File: config.mk
export PLATFORM = sky130hd
export DESIGN_NAME = tmr_evtgen
export DESIGN_NICKNAME = d
export VERILOG_FILES = /design/src/rtl/tmr_evtgen_pkg.sv /design/src/rtl/tmr_regs.sv /design/src/rtl/tmr_count.sv /design/src/rtl/tmr_trig.sv /design/src/rtl/tmr_evtgen.sv
export SDC_FILE = /design/constraint.sdc
export NUM_CORES = 1
export LEC_CHECK = 0
export BUFFER_PORTS_ARGS = -buffer_cell sky130_fd_sc_hd__buf_2
export CAP_MARGIN = 25
export CORE_MARGIN = 1
export CORE_UTILIZATION = 40
export CTS_BUF_LIST = sky130_fd_sc_hd__clkbuf_8
export DETAILED_ROUTE_END_ITERATION = 6
export PLACE_DENSITY = 0.68
export SLEW_MARGIN = 20
export SYNTH_ARGS = -nofsm -noshare
export SYNTH_HDL_FRONTEND = slang
export SYNTH_SLANG_ARGS = --single-unit
export TNS_END_PERCENT = 10
File: constraint.sdc
create_clock -name clk_i -period 5.4 [get_ports clk_i]
set_input_delay 1.35 -clock clk_i [delete_from_list [all_inputs] [get_ports clk_i]]
set_output_delay 1.35 -clock clk_i [all_outputs]
set_load 0.1 [all_outputs]
File: src/rtl/tmr_evtgen_pkg.sv
package tmr_evtgen_pkg;
  localparam int DW = 32;

  localparam int A_CTL1 = 'h00;
  localparam int A_CTL2 = 'h04;
  localparam int A_SLV  = 'h08;
  localparam int A_IEN  = 'h0C;
  localparam int A_STS  = 'h10;
  localparam int A_EVT  = 'h14;
  localparam int A_CCM1 = 'h18;
  localparam int A_CNT  = 'h24;
  localparam int A_PSC  = 'h28;
  localparam int A_ARR  = 'h2C;

  typedef enum logic [2:0] {
    TRG_FORCE = 3'b000,
    TRG_RUN   = 3'b001,
    TRG_UPD   = 3'b010
  } trg_sel_e;
endpackage

File: src/rtl/tmr_regs.sv
module tmr_regs
  import tmr_evtgen_pkg::*;
#(
  parameter int ADDR_W = 8,
  parameter int CNT_W  = 16,
  parameter int PSC_W  = 16
) (
  input  logic              clk_i,
  input  logic              rst_ni,
  input  logic              req_i,
  input  logic              we_i,
  input  logic [ADDR_W-1:0] addr_i,
  input  logic [DW-1:0]     wdata_i,
  output logic [DW-1:0]     rdata_o,
  input  logic              upd_i,
  input  logic [CNT_W-1:0]  cnt_i,
  input  logic [PSC_W-1:0]  psc_i,
  input  logic [CNT_W-1:0]  arr_i,
  output logic              run_o,
  output logic              buf_o,
  output logic [2:0]        trg_sel_o,
  output logic              ien_o,
  output logic              sts_o,
  output logic              force_o,
  output logic              cnt_we_o,
  output logic              psc_we_o,
  output logic              arr_we_o
);
  logic       wr;
  logic [2:0] slv_q;
  logic [1:0] ccm_q;

  assign wr       = req_i & we_i;
  assign force_o  = wr && addr_i == ADDR_W'(A_EVT) && wdata_i[0];
  assign cnt_we_o = wr && addr_i == ADDR_W'(A_CNT);
  assign psc_we_o = wr && addr_i == ADDR_W'(A_PSC);
  assign arr_we_o = wr && addr_i == ADDR_W'(A_ARR);

  always_ff @(posedge clk_i or negedge rst_ni) begin
    if (!rst_ni) begin
      run_o     <= 1'b0;
      buf_o     <= 1'b0;
      trg_sel_o <= '0;
      slv_q     <= '0;
      ien_o     <= 1'b0;
      ccm_q     <= '0;
    end else if (wr) begin
      if (addr_i == ADDR_W'(A_CTL1)) begin
        run_o <= wdata_i[0];
        buf_o <= wdata_i[7];
      end
      if (addr_i == ADDR_W'(A_CTL2)) trg_sel_o <= wdata_i[6:4];
      if (addr_i == ADDR_W'(A_SLV))  slv_q     <= wdata_i[2:0];
      if (addr_i == ADDR_W'(A_IEN))  ien_o     <= wdata_i[0];
      if (addr_i == ADDR_W'(A_CCM1)) ccm_q     <= wdata_i[1:0];
    end
  end

  // set has priority over a software clear; writing 1 keeps the flag
  always_ff @(posedge clk_i or negedge rst_ni) begin
    if (!rst_ni)                                 sts_o <= 1'b0;
    else if (upd_i)                              sts_o <= 1'b1;
    else if (wr && addr_i == ADDR_W'(A_STS))     sts_o <= sts_o & wdata_i[0];
  end

  always_comb begin
    rdata_o = '0;
    case (addr_i)
      ADDR_W'(A_CTL1): begin rdata_o[0] = run_o; rdata_o[7] = buf_o; end
      ADDR_W'(A_CTL2): rdata_o[6:4] = trg_sel_o;
      ADDR_W'(A_SLV):  rdata_o[2:0] = slv_q;
      ADDR_W'(A_IEN):  rdata_o[0]   = ien_o;
      ADDR_W'(A_STS):  rdata_o[0]   = sts_o;
      ADDR_W'(A_CCM1): rdata_o[1:0] = ccm_q;
      ADDR_W'(A_CNT):  rdata_o      = DW'(cnt_i);
      ADDR_W'(A_PSC):  rdata_o      = DW'(psc_i);
      ADDR_W'(A_ARR):  rdata_o      = DW'(arr_i);
      default:         rdata_o      = '0;
    endcase
  end
endmodule

File: src/rtl/tmr_count.sv
module tmr_count
  import tmr_evtgen_pkg::*;
#(
  parameter int CNT_W = 16,
  parameter int PSC_W = 16
) (
  input  logic             clk_i,
  input  logic             rst_ni,
  input  logic             run_i,
  input  logic             buf_i,
  input  logic             force_i,
  input  logic             cnt_we_i,
  input  logic             psc_we_i,
  input  logic             arr_we_i,
  input  logic [DW-1:0]    wdata_i,
  output logic             upd_o,
  output logic [CNT_W-1:0] cnt_o,
  output logic [PSC_W-1:0] psc_o,
  output logic [CNT_W-1:0] arr_pre_o,
  output logic [CNT_W-1:0] arr_act_o
);
  logic [PSC_W-1:0] div_q;
  logic             tick, wrap;

  assign tick  = run_i && (div_q == psc_o);
  assign wrap  = tick && (cnt_o >= arr_act_o);
  assign upd_o = force_i | wrap;

  always_ff @(posedge clk_i or negedge rst_ni) begin
    if (!rst_ni) begin
      div_q     <= '0;
      psc_o     <= '0;
      cnt_o     <= '0;
      arr_pre_o <= '1;
      arr_act_o <= '1;
    end else begin
      if (psc_we_i) psc_o <= wdata_i[PSC_W-1:0];

      if (force_i)    div_q <= '0;
      else if (run_i) div_q <= tick ? '0 : div_q + 1'b1;

      if (cnt_we_i)     cnt_o <= wdata_i[CNT_W-1:0];
      else if (force_i) cnt_o <= '0;
      else if (tick)    cnt_o <= wrap ? '0 : cnt_o + 1'b1;

      if (arr_we_i) arr_pre_o <= wdata_i[CNT_W-1:0];

      if (arr_we_i && !buf_i) arr_act_o <= wdata_i[CNT_W-1:0];
      else if (upd_o)         arr_act_o <= arr_pre_o;
    end
  end
endmodule

File: src/rtl/tmr_trig.sv
module tmr_trig
  import tmr_evtgen_pkg::*;
(
  input  logic       clk_i,
  input  logic       rst_ni,
  input  logic [2:0] trg_sel_i,
  input  logic       force_i,
  input  logic       upd_i,
  input  logic       run_i,
  output logic       trgo_o
);
  logic nxt;

  always_comb begin
    case (trg_sel_e'(trg_sel_i))
      TRG_FORCE: nxt = force_i;
      TRG_RUN:   nxt = run_i;
      TRG_UPD:   nxt = upd_i;
      default:   nxt = 1'b0;
    endcase
  end

  always_ff @(posedge clk_i or negedge rst_ni) begin
    if (!rst_ni) trgo_o <= 1'b0;
    else         trgo_o <= nxt;
  end
endmodule

File: src/rtl/tmr_evtgen.sv
module tmr_evtgen
  import tmr_evtgen_pkg::*;
#(
  parameter int ADDR_W = 8,
  parameter int CNT_W  = 16,
  parameter int PSC_W  = 16
) (
  input  logic              clk_i,
  input  logic              rst_ni,
  input  logic              req_i,
  input  logic              we_i,
  input  logic [ADDR_W-1:0] addr_i,
  input  logic [31:0]       wdata_i,
  output logic [31:0]       rdata_o,
  output logic              irq_o,
  output logic              trgo_o
);
  logic             run, arr_buf, ien_q, sts_q, force_upd, upd;
  logic             cnt_we, psc_we, arr_we;
  logic [2:0]       trg_sel;
  logic [CNT_W-1:0] cnt_q, arr_pre, arr_act;
  logic [PSC_W-1:0] psc_q;

  tmr_regs #(.ADDR_W(ADDR_W), .CNT_W(CNT_W), .PSC_W(PSC_W)) u_regs (
    .clk_i, .rst_ni, .req_i, .we_i, .addr_i, .wdata_i, .rdata_o,
    .upd_i(upd), .cnt_i(cnt_q), .psc_i(psc_q), .arr_i(arr_pre),
    .run_o(run), .buf_o(arr_buf), .trg_sel_o(trg_sel), .ien_o(ien_q),
    .sts_o(sts_q), .force_o(force_upd), .cnt_we_o(cnt_we),
    .psc_we_o(psc_we), .arr_we_o(arr_we)
  );

  tmr_count #(.CNT_W(CNT_W), .PSC_W(PSC_W)) u_count (
    .clk_i, .rst_ni, .run_i(run), .buf_i(arr_buf), .force_i(force_upd),
    .cnt_we_i(cnt_we), .psc_we_i(psc_we), .arr_we_i(arr_we),
    .wdata_i, .upd_o(upd), .cnt_o(cnt_q), .psc_o(psc_q),
    .arr_pre_o(arr_pre), .arr_act_o(arr_act)
  );

  tmr_trig u_trig (
    .clk_i, .rst_ni, .trg_sel_i(trg_sel), .force_i(force_upd),
    .upd_i(upd), .run_i(run), .trgo_o
  );

  assign irq_o = ien_q & sts_q;
endmodule

==> impl_metrics.py <==
metrics = {
    "cts": {
        "cts-root-buf": "clkbuf_8",
        "cts_resized": 0,
        "clk_pin_slew_ns": 0.09,
        "htree_levels": 3,
        "holdBufCountCts": 0,
        "cts_made_buffers": 9,
        "numClockSinks": 93,
        "cts_tree": "yes",
        "post-cts-setup-buffers": 0,
        "clk_latency_ns": 0.38,
        "cts_buffer_depth": 2,
    },
    "worst_setup_path": {
        "crit_slowest_cell": "or4b_1",
        "crit_top_cell": "buf_2",
        "end_kind": "primary output",
        "worstPathCellList": "buf_2 -> or4b_1 -> nor2_4 -> a222oi_1 -> inv_1 -> buf_2",
        "crit_required_ns": 4.05,
        "arrival_ns": 3.38,
        "critPathLaunchType": "input pin",
        "crit_path_max_incr_delay_ns": 0.69,
        "cp_max_fo": 16,
        "crit_type": "input pin to primary output",
    },
    "synth": {
        "synthArstFlopShare": 1.000,
        "yosys_warnings": 0,
        "synth.distinct_cells": 59,
        "synth_edf_count": 0,
        "synth_seq_cells": 93,
        "synth.area.top_cells": "dfrtp_1 28%, dfstp_2 15%, mux2_2 8.8%, nand2_1 5.4%, ha_1 4.1%",
        "synth.largest_area_cell": "dfrtp_1",
        "yosys.area_share.simple": 0.2126,
        "synth_top_family_by_area": "simple AND/OR/NAND/NOR gates",
        "synth_compound_area_frac": 0.1309,
        "netlist_area_um2": 5533,
        "yosys-mux-area-fraction": 0.08933,
        "synthMostInstantiatedCell": "nand2_1",
        "netlist_top_cells_count": "80 x nand2_1, 61 x dfrtp_1, 43 x mux2_2",
        "synth_cells": 583,
        "yosysTopAreaCellShare": 0.2759,
        "synthFlopType": "dfrtp_1",
        "synth_fa_ha_area_frac": 0.04071,
        "ys_seq_area_frac": 0.4279,
        "syn-mean-instance-area_um2": 9.490,
        "synth_xor_area_frac": 0.03324,
    },
    "power": {
        "switching_power_uw": 445.3,
        "power_density_nw_per_um2": 244.9,
        "max-vdd-ir-drop_mv": 0.1357,
        "comb_power_share": 0.150,
        "leakagePower_uw": 0.002665,
        "intPower_uw": 1037,
        "netSwitchingFraction": 0.3004,
        "clkPwrFrac": 0.334,
        "p_seq_frac": 0.516,
    },
    "finish": {
        "final_core_util": 0.4535,
        "finalNonFillerCells": 798,
        "drive_above_1_share": 0.2540,
        "syn2layout_area_growth_pct": 9.408,
        "nets": 679,
        "diodes": 0,
    },
    "routing": {
        "via_count": 4521,
        "drt_iter0_markers": 426,
        "dr.pass1.iters": 6,
        "wl_um": 14460,
        "drc": 0,
        "wl_per_cell_um": 18.12,
        "ant_nets": 0,
        "vias_per_cell": 5.665,
    },
    "timing": {
        "skew_ns": 0.009068,
        "fmax_mhz": 211.3,
        "rsz0062_at_grt": "false",
        "setup_tns_ns": 0,
        "maxSlewViolCount": 0,
        "period_minus_slack_ns": 4.732,
        "max_slew.worst_pin.slew_ns": 1.005,
        "hold_viol_final": 0,
        "maxSlewHeadroom": 0.3240,
        "finalSetupViolCount": 0,
        "period_share": 0.8763,
    },
    "min_path": {
        "hold_path_class": "flop to flop",
    },
    "floorplanning": {
        "num_io_pins": 78,
        "core_area_um2": 13350,
        "rows": 42,
        "fp.dieArea_um2": 14310,
        "die_x_um": 119.6,
        "die_y_um": 119.6,
        "initial_utilization": 0.4145,
    },
    "placed_design": {
        "dp_cells": 782,
        "port_buffers": 45,
        "dp_hpwl_um": 10290,
        "gp_congestion": 0.8398,
    },
    "run": {
        "drv_cap": 0,
    },
    "grt": {
        "grt_antenna_before_repair": 0,
        "grt_pass1_vias": 4437,
        "grt_overflow_total": 0,
        "grt_max_degree": 63,
        "grt_pass1_wl_um": 23450,
        "grt_usage": 0.2130,
    },
    "outcome": {
        "status": "completed",
    },
}
-- metrics by stage --
step / worst slack (ns) / total power (uW) / hold WS, ns / area [um2]
final: 0.6679 / 1483 / 0.4791 / 6053
after floorplan: 0.7077 / 948.3 / 0.4204 / 5589
after detailed placement: 0.6827 / 998.8 / 0.4543 / 5843
after global placement: 0.7201 / 991.6 / 0.4535 / 5822
after global routing: 0.5957 / 1546 / 0.4944 / 6053
after CTS: 0.6768 / 1492 / 0.4711 / 6053
-- worst paths after layout --
kind | start | end | slack (ns) | cells after the start
max | addr_i[7] | rdata_o[15] | 0.67 | 6
min reg2reg | u_regs.trg_sel_o[2]$_DFFE_PN0P_ | u_trig.trgo_o$_DFF_PN0_ | 0.48 | 1
min in group asynchronous | rst_ni | u_regs.trg_sel_o[2]$_DFFE_PN0P_ | 1.05 | 1
max in group asynchronous | rst_ni | u_count.arr_pre_o[12]$_DFFE_PN1P_ | 3.37 | 2
max reg2reg | u_count.cnt_o[0]$_DFFE_PN0P_ | u_count.cnt_o[7]$_DFFE_PN0P_ | 1.89 | 9
min | u_regs.trg_sel_o[2]$_DFFE_PN0P_ | u_trig.trgo_o$_DFF_PN0_ | 0.48 | 1
-- layer usage --
layer	share of wire	track usage
met1	0.44	0.2834
met2	0.48	0.3548
met3	0.062	0.03802
met4	0.0094	0.05938
met5	0	0
-- power by group through the flow --
stage | combinational (uW) | sequential [uW] | clock (uW)
2_1_floorplan | 186 | 762 | 0
3_3_place_gp | 217 | 774 | 0
3_5_place_dp | 222 | 777 | 0
4_1_cts | 222 | 764 | 506
5_1_grt | 246 | 769 | 531
6_report | 223 | 764 | 496
-- placed cells by master, fill, tap and decap left out, types with 16 or more instances in the layout --
master	netlist	routed
mux2_2	43	43
a21oi_1	19	19
o211ai_1	17	17
conb_1	1	16
nand3_1	25	25
nand2_1	80	80
ha_1	18	18
dfrtp_1	61	61
buf_2	6	44
o21ai_0	19	19
nor2_1	41	41
a31oi_1	21	21
dfstp_2	32	32
inv_1	29	29
-- final cells by class --
type | count | area [um2]
Fill cell | 1300 | 7295
Multi-Input combinational cell | 434 | 2874
Sequential cell | 93 | 2367
Timing Repair Buffer | 50 | 272.8
Tap cell | 176 | 220.2
Clock buffer | 11 | 151.4
Inverter | 29 | 108.9
Clock inverter | 5 | 58.81
-- logic make-up (layout without fill, tap and decap cells) --
logic type / count (synthesis) / count (layout)
xor+xnor: 21 / 21
flops: 93 / 93
buf+inv: 71 / 95
other cells: 1 / 16
fa+ha+maj: 18 / 18
simple gates: 226 / 226
mux: 44 / 44
compound gates: 109 / 109
-- critical path, delay by kind of cell --
| family | cells | cell delay, ns |
|---|---|---|
| buf+inv | 3 | 0.63 |
| simple gates | 2 | 1.15 |
| compound gates | 1 | 0.23 |
-- flip-flops by register name (all words and copies together), names as in the netlist, 2 cells and up --
register           flops
u_count.arr_pre_o     16
u_regs.trg_sel_o       3
u_regs.ccm_q           2
u_count.arr_act_o     16
u_count.div_q         16
u_count.psc_o         16
u_regs.slv_q           3
u_count.cnt_o         16
Power figures use the tool's default switching activity.
